==> src/rtl/rtca_pkg.sv <==
package rtca_pkg;
  // register byte offsets
  localparam int OFF_COUNT = 'h00;
  localparam int OFF_ALM0  = 'h04;
  localparam int OFF_ALM1  = 'h08;
  localparam int OFF_STAT  = 'h0C;
  localparam int OFF_DIV   = 'h10;
  localparam int OFF_CSEL  = 'h14;
  localparam int OFF_SCR   = 'h18;

  // status word bit positions
  localparam int SB_TICK_F = 1;
  localparam int SB_TICK_E = 3;

  localparam int N_ALM     = 2;
  localparam logic [7:0] CSEL_RUN = 8'h03;

  function automatic int alarm_off(input int i);
    return (i == 0) ? OFF_ALM0 : OFF_ALM1;
  endfunction

  function automatic int alarm_flag_bit(input int i);
    return (i == 0) ? 0 : 4;
  endfunction

  function automatic int alarm_en_bit(input int i);
    return (i == 0) ? 2 : 6;
  endfunction
endpackage

==> src/rtl/rtca_prescaler.sv <==
module rtca_prescaler #(
  parameter int DIV_W = 16
) (
  input  logic             clk,
  input  logic             rst_n,
  input  logic             run,
  input  logic             restart,
  input  logic [DIV_W-1:0] div_val,
  output logic             adv
);
  localparam int PH_W = DIV_W + 1;

  // last phase of a 2*(div+1) cycle period
  function automatic logic [PH_W-1:0] phase_last(input logic [DIV_W-1:0] d);
    return {d, 1'b1};
  endfunction

  logic [PH_W-1:0] phase_q;
  logic            at_last;

  assign at_last = (phase_q == phase_last(div_val));
  assign adv     = run && !restart && at_last;

  always_ff @(posedge clk or negedge rst_n) begin
    if (!rst_n)       phase_q <= '0;
    else if (restart) phase_q <= '0;
    else if (run)     phase_q <= at_last ? '0 : phase_q + 1'b1;
  end
endmodule

==> src/rtl/rtca_counter.sv <==
module rtca_counter #(
  parameter int CNT_W = 32,
  parameter int SUB_W = 4
) (
  input  logic             clk,
  input  logic             rst_n,
  input  logic             adv,
  input  logic             load,
  input  logic [CNT_W-1:0] load_val,
  output logic [CNT_W-1:0] count,
  output logic [CNT_W-1:0] count_next,
  output logic             step,
  output logic             rollover
);
  function automatic logic sub_full(input logic [CNT_W-1:0] c);
    return &c[SUB_W-1:0];
  endfunction

  assign step       = adv && !load;
  assign count_next = count + 1'b1;
  assign rollover   = step && sub_full(count);

  always_ff @(posedge clk or negedge rst_n) begin
    if (!rst_n)    count <= '0;
    else if (load) count <= load_val;
    else if (step) count <= count_next;
  end
endmodule

==> src/rtl/rtca_alarm.sv <==
module rtca_alarm #(
  parameter int CNT_W = 32
) (
  input  logic             clk,
  input  logic             rst_n,
  input  logic             load,
  input  logic [CNT_W-1:0] load_val,
  input  logic             step,
  input  logic [CNT_W-1:0] count_next,
  output logic [CNT_W-1:0] cmp_q,
  output logic             hit
);
  assign hit = step && (count_next == cmp_q);

  always_ff @(posedge clk or negedge rst_n) begin
    if (!rst_n)    cmp_q <= '0;
    else if (load) cmp_q <= load_val;
  end
endmodule

==> src/rtl/rtca_top.sv <==
module rtca_top
  import rtca_pkg::*;
#(
  parameter int DW      = 32,
  parameter int ADDR_W  = 8,
  parameter int DIV_W   = 16,
  parameter int SUB_W   = 4,
  parameter int RST_DIV = 1023
) (
  input  logic              clk,
  input  logic              rst_n,
  input  logic              bus_wr,
  input  logic [ADDR_W-1:0] bus_addr,
  input  logic [DW-1:0]     bus_wdata,
  output logic [DW-1:0]     bus_rdata,
  output logic              irq
);
  localparam int CNT_W  = DW;
  localparam int CSEL_W = 8;

  function automatic logic sel(input logic [ADDR_W-1:0] a, input int off);
    return a == ADDR_W'(off);
  endfunction

  logic             cnt_wr, div_wr, stat_wr, csel_wr, scr_wr;
  logic [DIV_W-1:0] div_q;
  logic [CSEL_W-1:0] csel_q;
  logic [DW-1:0]    scratch_q;
  logic             run;
  logic             adv_evt;
  logic [CNT_W-1:0] count, count_next;
  logic             step_evt, tick_evt;
  logic [N_ALM-1:0] al_hit, al_flag, al_en;
  logic [CNT_W-1:0] al_cmp [N_ALM];
  logic             tk_flag, tk_en;
  logic [DW-1:0]    stat_word;

  assign cnt_wr  = bus_wr && sel(bus_addr, OFF_COUNT);
  assign div_wr  = bus_wr && sel(bus_addr, OFF_DIV);
  assign stat_wr = bus_wr && sel(bus_addr, OFF_STAT);
  assign csel_wr = bus_wr && sel(bus_addr, OFF_CSEL);
  assign scr_wr  = bus_wr && sel(bus_addr, OFF_SCR);
  assign run     = (csel_q == CSEL_RUN);

  rtca_prescaler #(.DIV_W(DIV_W)) u_presc (
    .clk(clk), .rst_n(rst_n), .run(run), .restart(cnt_wr || div_wr),
    .div_val(div_q), .adv(adv_evt)
  );

  rtca_counter #(.CNT_W(CNT_W), .SUB_W(SUB_W)) u_cnt (
    .clk(clk), .rst_n(rst_n), .adv(adv_evt), .load(cnt_wr),
    .load_val(bus_wdata), .count(count), .count_next(count_next),
    .step(step_evt), .rollover(tick_evt)
  );

  for (genvar gi = 0; gi < N_ALM; gi++) begin : g_alm
    rtca_alarm #(.CNT_W(CNT_W)) u_alm (
      .clk(clk), .rst_n(rst_n),
      .load(bus_wr && sel(bus_addr, alarm_off(gi))),
      .load_val(bus_wdata), .step(step_evt), .count_next(count_next),
      .cmp_q(al_cmp[gi]), .hit(al_hit[gi])
    );
  end

  // config and scratch registers
  always_ff @(posedge clk or negedge rst_n) begin
    if (!rst_n) begin
      div_q     <= DIV_W'(RST_DIV);
      csel_q    <= CSEL_RUN;
      scratch_q <= '0;
    end else begin
      if (div_wr)  div_q     <= bus_wdata[DIV_W-1:0];
      if (csel_wr) csel_q    <= bus_wdata[CSEL_W-1:0];
      if (scr_wr)  scratch_q <= bus_wdata;
    end
  end

  // status: flags set by events (priority), cleared by writing one
  always_ff @(posedge clk or negedge rst_n) begin
    if (!rst_n) begin
      al_flag <= '0;
      al_en   <= '0;
      tk_flag <= 1'b0;
      tk_en   <= 1'b0;
    end else begin
      for (int i = 0; i < N_ALM; i++) begin
        if (al_hit[i])
          al_flag[i] <= 1'b1;
        else if (stat_wr && bus_wdata[alarm_flag_bit(i)])
          al_flag[i] <= 1'b0;
        if (stat_wr) al_en[i] <= bus_wdata[alarm_en_bit(i)];
      end
      if (tick_evt)
        tk_flag <= 1'b1;
      else if (stat_wr && bus_wdata[SB_TICK_F])
        tk_flag <= 1'b0;
      if (stat_wr) tk_en <= bus_wdata[SB_TICK_E];
    end
  end

  always_comb begin
    stat_word = '0;
    for (int i = 0; i < N_ALM; i++) begin
      stat_word[alarm_flag_bit(i)] = al_flag[i];
      stat_word[alarm_en_bit(i)]   = al_en[i];
    end
    stat_word[SB_TICK_F] = tk_flag;
    stat_word[SB_TICK_E] = tk_en;
  end

  assign irq = (|(al_flag & al_en)) || (tk_flag && tk_en);

  always_comb begin
    bus_rdata = '0;
    if (sel(bus_addr, OFF_COUNT)) bus_rdata = count;
    if (sel(bus_addr, OFF_ALM0))  bus_rdata = al_cmp[0];
    if (sel(bus_addr, OFF_ALM1))  bus_rdata = al_cmp[1];
    if (sel(bus_addr, OFF_STAT))  bus_rdata = stat_word;
    if (sel(bus_addr, OFF_DIV))   bus_rdata = DW'(div_q);
    if (sel(bus_addr, OFF_CSEL))  bus_rdata = DW'(csel_q);
    if (sel(bus_addr, OFF_SCR))   bus_rdata = scratch_q;
  end
endmodule

==> config.mk <==
export PLATFORM = sky130hd
export DESIGN_NAME = rtca_top
export DESIGN_NICKNAME = d
export VERILOG_FILES = /design/src/rtl/rtca_pkg.sv /design/src/rtl/rtca_prescaler.sv /design/src/rtl/rtca_counter.sv /design/src/rtl/rtca_alarm.sv /design/src/rtl/rtca_top.sv
export SDC_FILE = /design/constraint.sdc
export NUM_CORES = 1
export LEC_CHECK = 0
export ABC_AREA = 1
export BUFFER_PORTS_ARGS = -buffer_cell sky130_fd_sc_hd__buf_2
export CAP_MARGIN = 20
export CORE_ASPECT_RATIO = 1.5
export CORE_UTILIZATION = 42
export DETAILED_ROUTE_END_ITERATION = 6
export PLACE_DENSITY = 0.68
export SLEW_MARGIN = 20
export SYNTH_ARGS = -nofsm -noshare
export SYNTH_HDL_FRONTEND = slang
export SYNTH_HIERARCHICAL = 1
export SYNTH_SLANG_ARGS = --single-unit
==> constraint.sdc <==
create_clock -name clk -period 2.9 [get_ports clk]
set_input_delay 0.145 -clock clk [delete_from_list [all_inputs] [get_ports clk]]
set_output_delay 0.145 -clock clk [all_outputs]
set_load 0.1 [all_outputs]
### Word-level counts from Yosys, hierarchy flattened

Cells that the tools add are included.

| storage, ports and cells | value |
|---|---|
| bits in registers | 175 |
| output and inout port bits | 33 |
| logic and storage cells | 72 |

| cells by class | value |
|---|---|
| $add $sub $neg | 2 |
| equal/unequal tests | 10 |
| multiplexer cells | 18 |
| bitwise logic cells | 1 |
| reductions and logical operators | 29 |

Operator list:

| operator | count |
|---|---|
| two-way mux 32 bit | 9 |
| == test 32 bit | 2 |
| two-way mux 17 bit | 3 |
| adder 32 x 1 -> 32 bit, second input constant | 1 |
| == test 8 x 5 -> 1 bit, second input constant | 3 |
| adder 17 x 1 -> 17 bit, second input constant | 1 |
| == test 17 bit | 1 |
| logical AND 1 bit | 17 |
| == test 8 x 4 -> 1 bit, second input constant | 2 |
| nonzero test 2 bit | 5 |
| == test 8 x 2 -> 1 bit, second input constant | 1 |
| == test 8 x 3 -> 1 bit, second input constant | 1 |
| zero test 8 bit | 1 |
| two-way mux 1 bit | 6 |
| AND reduction 4 bit | 1 |
| AND 2 bit | 1 |
| zero test 1 bit | 2 |
| logical OR 1 bit | 2 |
| OR reduction 2 bit | 1 |

### Logic depth before layout (Yosys ltp)

Gate-level depths: netlist of the first run.

| depth | value |
|---|---|
| depth in word-level cells | 9 |
| depth in mapped cells | 18 |
| mapped depth without buffers | 18 |

### Hierarchy

The synthesis of the first run kept the hierarchy.

By module, submodules not included:

| module | instances | cells each | area each (um^2) |
|---|---|---|---|
| rtca_top | 1 | 524 | 3712.3 |
| rtca_alarm | 2 | 235 | 1730.4 |
| rtca_counter | 1 | 340 | 2408.6 |
| rtca_prescaler | 1 | 269 | 1587.8 |

### Worst setup path after synthesis of the first run

Ideal clock, no wire load.

| timing | value |
|---|---|
| path type | register -> register |
| from | reg csel_q[7] |
| to | reg al_flag[0] |
| library setup time | 0.065 ns |
| arrival | 2.478 ns |
| required time | 2.835 ns |
| slack | 0.357 ns |
| cell stages (with the launch flop) | 16 |
| cells stage by stage | dfrtp_1 > or4_1 > nor2_1 > inv_1 > nor2_1 > inv_1 > nor2_1 > inv_1 > nor2_1 > buf_2 > nand4_1 > nor2_1 > nand3_1 > nor2_1 > inv_1 > nand2_1 |

| between the ends | value |
|---|---|
| word-level cells in the longest chain between the ends | 6 |
| elaborated cells between the ends (all ways) | 7 |

Ends and longest elaborated chain:

| what | line | RTL |
|---|---|---|
| from (decl) | rtca_top.sv:27 | `logic [CSEL_W-1:0] csel_q;` |
| from (signal assigned) | rtca_top.sv:73 | `if (csel_wr) csel_q <= bus_wdata[CSEL_W-1:0];` |
| == test 8 x 2 -> 1 bit (*) | rtca_top.sv:43 | `assign run = (csel_q == CSEL_RUN);` |
| net run | rtca_top.sv:29 | `logic run;` |
| logical AND 1 bit (*) (2 in series) | rtca_prescaler.sv:22 | `assign adv = run && !restart && at_last;` |
| net adv_evt | rtca_top.sv:30 | `logic adv_evt;` |
| logical AND 1 bit (*) | rtca_counter.sv:19 | `assign step = adv && !load;` |
| net step_evt | rtca_top.sv:32 | `logic step_evt, tick_evt;` |
| logical AND 1 bit (*) | rtca_alarm.sv:13 | `assign hit = step && (count_next == cmp_q);` |
| net al_hit[0] | rtca_top.sv:33 | `logic [N_ALM-1:0] al_hit, al_flag, al_en;` |
| two-way mux 1 bit or nonzero test 2 bit (tied branches) | n/a |  |
| to (signal assigned) | rtca_top.sv:81 | `al_flag <= '0;` |
| to (signal, indexed assignment) | rtca_top.sv:88 | `al_flag[i] <= 1'b1;` |
| to (signal, indexed assignment) | rtca_top.sv:90 | `al_flag[i] <= 1'b0;` |
| to (decl) | rtca_top.sv:33 |  |

The timed path passes the listed nets; every way through them passes the cells marked *.
A chain may end at the register's enable or synchronous reset.

### Final worst setup path of the first run

Ends and elaborated chain as after synthesis.

==> results of run 1 <==
## metal layers
layer,vias to the layer above,wire length (µm)
li1,5215,-
met1,5009,13200
met2,373,18800
met3,90,1580
met4,0,1790
met5,-,0
## cells by family (layout without fill, tap and decap cells)
family / after synthesis / in the layout / share of synthesized area
AOI/OAI and AO/OA: 169 / 169 / 0.0865
DFF: 175 / 175 / 0.393
muxes: 16 / 16 / 0.0161
buffers and inverters: 244 / 352 / 0.0925
adders and majority gates: 2 / 2 / 0.00224
and+or+nand+nor: 960 / 960 / 0.376
xor gates and xnor gates: 37 / 37 / 0.0330
## registers in the layout, indices dropped and copies added (netlist names)
signal             flops
tk_en                  1
u_presc/phase_q       17
al_en                  2
tk_flag                1
scratch_q             32
div_q                 16
al_flag                2
u_cnt/count           32
csel_q                 8
g_alm.u_alm/cmp_q     64
## repair_timing
| item | CTS | global route |
|---|---|---|
| endpoints found under the setup margin | 0 | 1 |
| endpoints found under the hold margin | 133 | 0 |
| hold buffers | 29 | 0 |
| gates resized for setup | 0 | 1 |
## worst max-delay path, cell delays in order, from the launching register on
cell     delay, ps
dfrtp_1        400
or4_1          510
nor2_1         130
inv_1           50
nor2_1         120
inv_1           70
nor2_1         210
inv_1          130
nor2_2         150
buf_4          180
nand4_1        110
nor2_2         210
nand3_1        130
nor2_1         120
inv_1           50
nand2_1         50
## per-stage QoR
| stage | cell area [µm²] | setup slack, ps | util |
|---|---|---|---|
| floorplan | 11200 | 357 | - |
| global placement | 12200 | 170 | 0.471 |
| detailed placement | 12200 | 185 | 0.471 |
| CTS | 13100 | 161 | 0.504 |
| global route | 13100 | 31.8 | 0.504 |
| finish | 13100 | 199 | 0.504 |
## path summary, 6_finish.rpt
check / end / slack [ps] / startpoint
worst min register to register: scratch_q[19] / 480 / scratch_q[19]
max in group asynchronous: u_cnt/count[17] / 1850 / rst_n
worst max register to register: al_flag[0] / 200 / csel_q[7]
worst max-delay path: al_flag[0] / 200 / csel_q[7]
min in group asynchronous: scratch_q[0] / 220 / rst_n
worst min-delay path: g_alm[0].u_alm/cmp_q[12] / 10 / bus_wdata[12]
## placed cells by master (no fill, tap or decap), drive strengths merged
cell type and n:
o211ai 2, buf 102, xnor2 16, inv 188, dfstp 12, clkinvlp 5
clkinv 6, nor4 2, o21ai 119, nand2 657, a21oi 20, ha 2
mux2 16, nand3 113, dfrtp 163, xor2 21, nor3b 1, dlygate4sd3 29
bufinv 1, or4 1, nand4 29, or2 5, nor3 6, clkbuf 21
nor2 134, a22oi 26, and2 4, o21bai 2, nand3b 8
## power by group
group          total [µW]  leakage (µW)  switching (µW)  internal, µW
Sequential           2710       0.00215             136          2580
Combinational         723       0.00411             474           250
Clock                2270      0.000268            1010          1250
## final cells by class
class,instances,share of cell area
tap,333,0.0319
sequential,175,0.336
timing repair buffer,131,0.0929
clock buffer,21,0.0360
multi-input combinational,1184,0.441
clock inverter,11,0.00823
inverter,189,0.0542
==> metrics.txt, run 1 <==
hold slack 14.5 ps; sequential area share after synthesis 0.393; Post-Syn Area per Cell 6.97 µm²; busiest grt layer met2; fmax 0.370 GHz; Post-synth ARST share 1.00; max-slew violations 0; 1st-pass router iterations 5; Worst-path clk slew ~70 ps; startpoint class of the critical path flip-flop; PwrDens between 400 and 500 mW/mm²; met3 Track Usage GR 0.0373; top cells by count, synth nand2_1, dfrtp_1, inv_1; IO buf count 75; Cells after DPL 1983; leakage power 0.00653 µW; Routed Antenna Nets 0; H-tree level count 4; standard-cell row count 72; Synth area leaders dfrtp_1, nand2_1, inv_1; largest net degree at the start of global routing just under 90; met2 Use GR 0.496; Rel. slew slack 0.594; sequential cell area between 0.004 and 0.005 mm²; Initial DRC Count 717; Final setup viols 0; worst reg2reg path depth 15; CTS tree built; MaxCap Viol Count 0; # Post-CTS Setup Buffers 0; Die ar. about 0.027 mm²; Routed WL per cell around 17 µm; maximum VDD drop ~0.45 mV; Syn Nets 1648; synth warn 6; Yosys reg bits ~180; RSZ-0062 raised after global routing no; Post-Syn Area roughly 0.011 mm²; Main synth FF type dfrtp_1; DP Wirelength roughly 26000 µm; critical path class flip-flop to flip-flop; Routability Congestion just under 1; met1 global-route usage 0.296; clock sinks about 180; final hold violation count 0; Ports 76; Cell variety after synth 43; fin nets 1743; ant diodes 0; vias in the first global route roughly 11000; crit end category flip-flop; final wirelength 35400 µm; CP Max Fanout 7; EDFF count, synth 0; Vias/cell around 5.2; root buffer cell clkbuf_16; Max Buffers Root-to-Sink 2; CP required 3280 ps; final std cells w/o fill about 2000; total power 5710 µW; core area 0.0259 mm²; post-synth top area cell dfrtp_1; area occupied by multi-input gates 0.00577 mm²; Initial Utilization 0.431; slew of the pin with the lowest slew margin between 600 and 700 ps; post-route minimum period 2700 ps; Post-Synthesis Cells roughly 1600; most common cell in the netlist nand2_1; layout cells sized above 1 0.154; DIE WIDTH between 100 and 150 µm; Vias 10700; run status finished, final reports clean; type of the most critical hold path input port to flip-flop; Worst Hold Depth 2; Clk Latency, worst-skew pair 450 ps; Num CTS Buffers 17; GR Overflow Total 0; # DRC 0; Total Routing Usage GR 0.271; top cell type's share of synthesized area 0.365; Clock Skew 8.72 ps; Arr. time, crit path between 3000 and 4000 ps; first-pass GRT wire length 56200 µm; die extent in y between 200 and 250 µm; area delta synth->final 17.1%; initial antenna violation count 0; Fillers 2602; period utilisation layout 0.931; setup tns final 0 ps
Note: power is estimated with default switching activity, not from simulation.
==> inputs of run 2 (changes only) <==
--- a/config.mk
+++ b/config.mk
@@ -11,7 +11,7 @@
 export CORE_ASPECT_RATIO = 1.5
 export CORE_UTILIZATION = 42
 export DETAILED_ROUTE_END_ITERATION = 6
-export PLACE_DENSITY = 0.68
+export PLACE_DENSITY_LB_ADDON = 0.15
 export SLEW_MARGIN = 20
 export SYNTH_ARGS = -nofsm -noshare
 export SYNTH_HDL_FRONTEND = slang
==> run 2 against run 1 <==
  * Total power is 2.1% higher
  * Clock skew grew 5.7 ps
  * Die area stayed put
  * First-iteration DRC count rose by 1.4%
  * Count of clock-buffer cells in the layout increased by 1
  * Sequential share of layout area down 0.47 points
  * Core utilization grew 0.71 points
  * Register-to-register slack better by 90 ps
  * Combinational power increased by 1%
  * Critical path depth unchanged
  * Non-clock buffer count is 2 higher
  * Critical path type unchanged
  * Highest routed layer unchanged
==> metrics.txt, run 2 (synthesis results as in run 1) <==
standard-cell row count 72; Num CTS Buffers 17; Rel. slew slack 0.467; layout cells sized above 1 0.151; Total Routing Usage GR 0.280; startpoint class of the critical path flip-flop; crit end category flip-flop; ant diodes 0; leakage power between 0.006 and 0.007 µW; Die ar. around 0.027 mm²; Vias 10700; Largest regs g_alm.u_alm/cmp_q x64, scratch_q x32, u_cnt/count x32; run status finished, final reports clean; RSZ-0062 raised after global routing no; GR Overflow Total 0; post-place setup slack 309 ps; die extent in y 202 µm; CP required ~3300 ps; Post-DP Area approximately 0.012 mm²; Worst-path clk slew roughly 70 ps; post-route minimum period approximately 2600 ps; fin nets 1745; Initial DRC Count between 700 and 800; CTS tree built; # Post-CTS Setup Buffers 0; CP Max Fanout 5; final hold violation count 0; MaxCap Viol Count 0; hold-fix buffers at CTS 31; period utilisation layout 0.901; maximum VDD drop 0.391 mV; PwrDens between 400 and 500 mW/mm²; Clk Latency, worst-skew pair between 400 and 500 ps; slew of the pin with the lowest slew margin ~800 ps; max reg flops between 60 and 70; critical path class flip-flop to flip-flop; Routed Antenna Nets 0; Top reg by flops g_alm.u_alm/cmp_q; DP Wirelength about 27000 µm; Routed WL per cell 17.8 µm; H-tree level count 4; Arr. time, crit path 3000 ps; core area between 0.02 and 0.03 mm²; Ports 76; vias in the first global route between 10000 and 15000; Max Buffers Root-to-Sink 2; final wirelength 36400 µm; Vias/cell around 5.2; DIE WIDTH approximately 140 µm; root buffer cell clkbuf_16; max-slew violations 0; commonest cells after routing, fill and taps aside nand2_1, dfrtp_1, inv_1, nor2_1, nand3_1; # DRC 0; Core Util, Final 0.511; 1st-pass router iterations 5; type of the most critical hold path input port to flip-flop; setup tns final 0 ps; fmax roughly 0.38 GHz; post-cts resize count 0; Clock Skew about 14 ps; Initial Utilization 0.431; Finished Cell Area ~0.013 mm²; Final setup viols 0; first-pass GRT wire length between 50000 and 60000 µm; register-to-register path setup slack between 200 and 300 ps; Routability Congestion approximately 0.95; area delta synth->final 18.7%; setup ws final 288 ps; most common cell after layout, fill and taps aside nand2_1; initial antenna violation count 0; clock sinks 175; hold slack 27.1 ps; IO buf count 75; largest net degree at the start of global routing 70
==> run 2: stage by stage <==
| step | std cells | total power (µW) |
|---|---|---|
| floorplan | 1603 | 3160 |
| global placement | 1983 | 3450 |
| detailed placement | 1983 | 3460 |
| CTS | 2046 | 5870 |
| global route | 2046 | 6050 |
| finish | 2046 | 5820 |
==> run 2: final timing paths <==
kind	from	end	cells past startpoint
max in group asynchronous	rst_n	g_alm[1].u_alm/cmp_q[18]	3
max	u_cnt/count[1]	al_flag[0]	15
min reg2reg	scratch_q[20]	scratch_q[20]	2
min in group asynchronous	rst_n	csel_q[2]	2
min	bus_wdata[2]	g_alm[1].u_alm/cmp_q[2]	3
max reg2reg	u_cnt/count[1]	al_flag[0]	15
==> run 2: critical path, stage by stage (launching register included) <==
cell and delay (ps):
dfrtp_1 420, ha_1 220, inv_1 140, nor2_8 190, nand3b_1 170, xnor2_1 450
inv_1 90, nand2_1 80, nand2_1 50, nor2_1 240, nand2_1 90, nor2_1 100
nand3_1 130, nor2_1 110, inv_1 40, nand2_1 50
==> run 2: layout make-up <==
type	count	area (µm²)
clock inverters	10	140
flip-flops and latches	175	4390
well taps	333	417
clock buffers	22	444
multi-input cells	1184	5760
repair buffers	133	1400
inverters	189	709
fillers	2596	12700
==> run 2: where the power goes <==
group          internal (µW)  switching [µW]  total (µW)
registers               2580             140        2720
logic                    252             479         731
clock network           1360            1020        2370
==> run 2: layer usage <==
layer  track usage  up-vias  part of all wire
li1              -     5227                 -
met1         0.319     5084              0.39
met2         0.512      303              0.54
met3        0.0363       77             0.033
met4         0.128        0             0.040
met5             0        -                 0
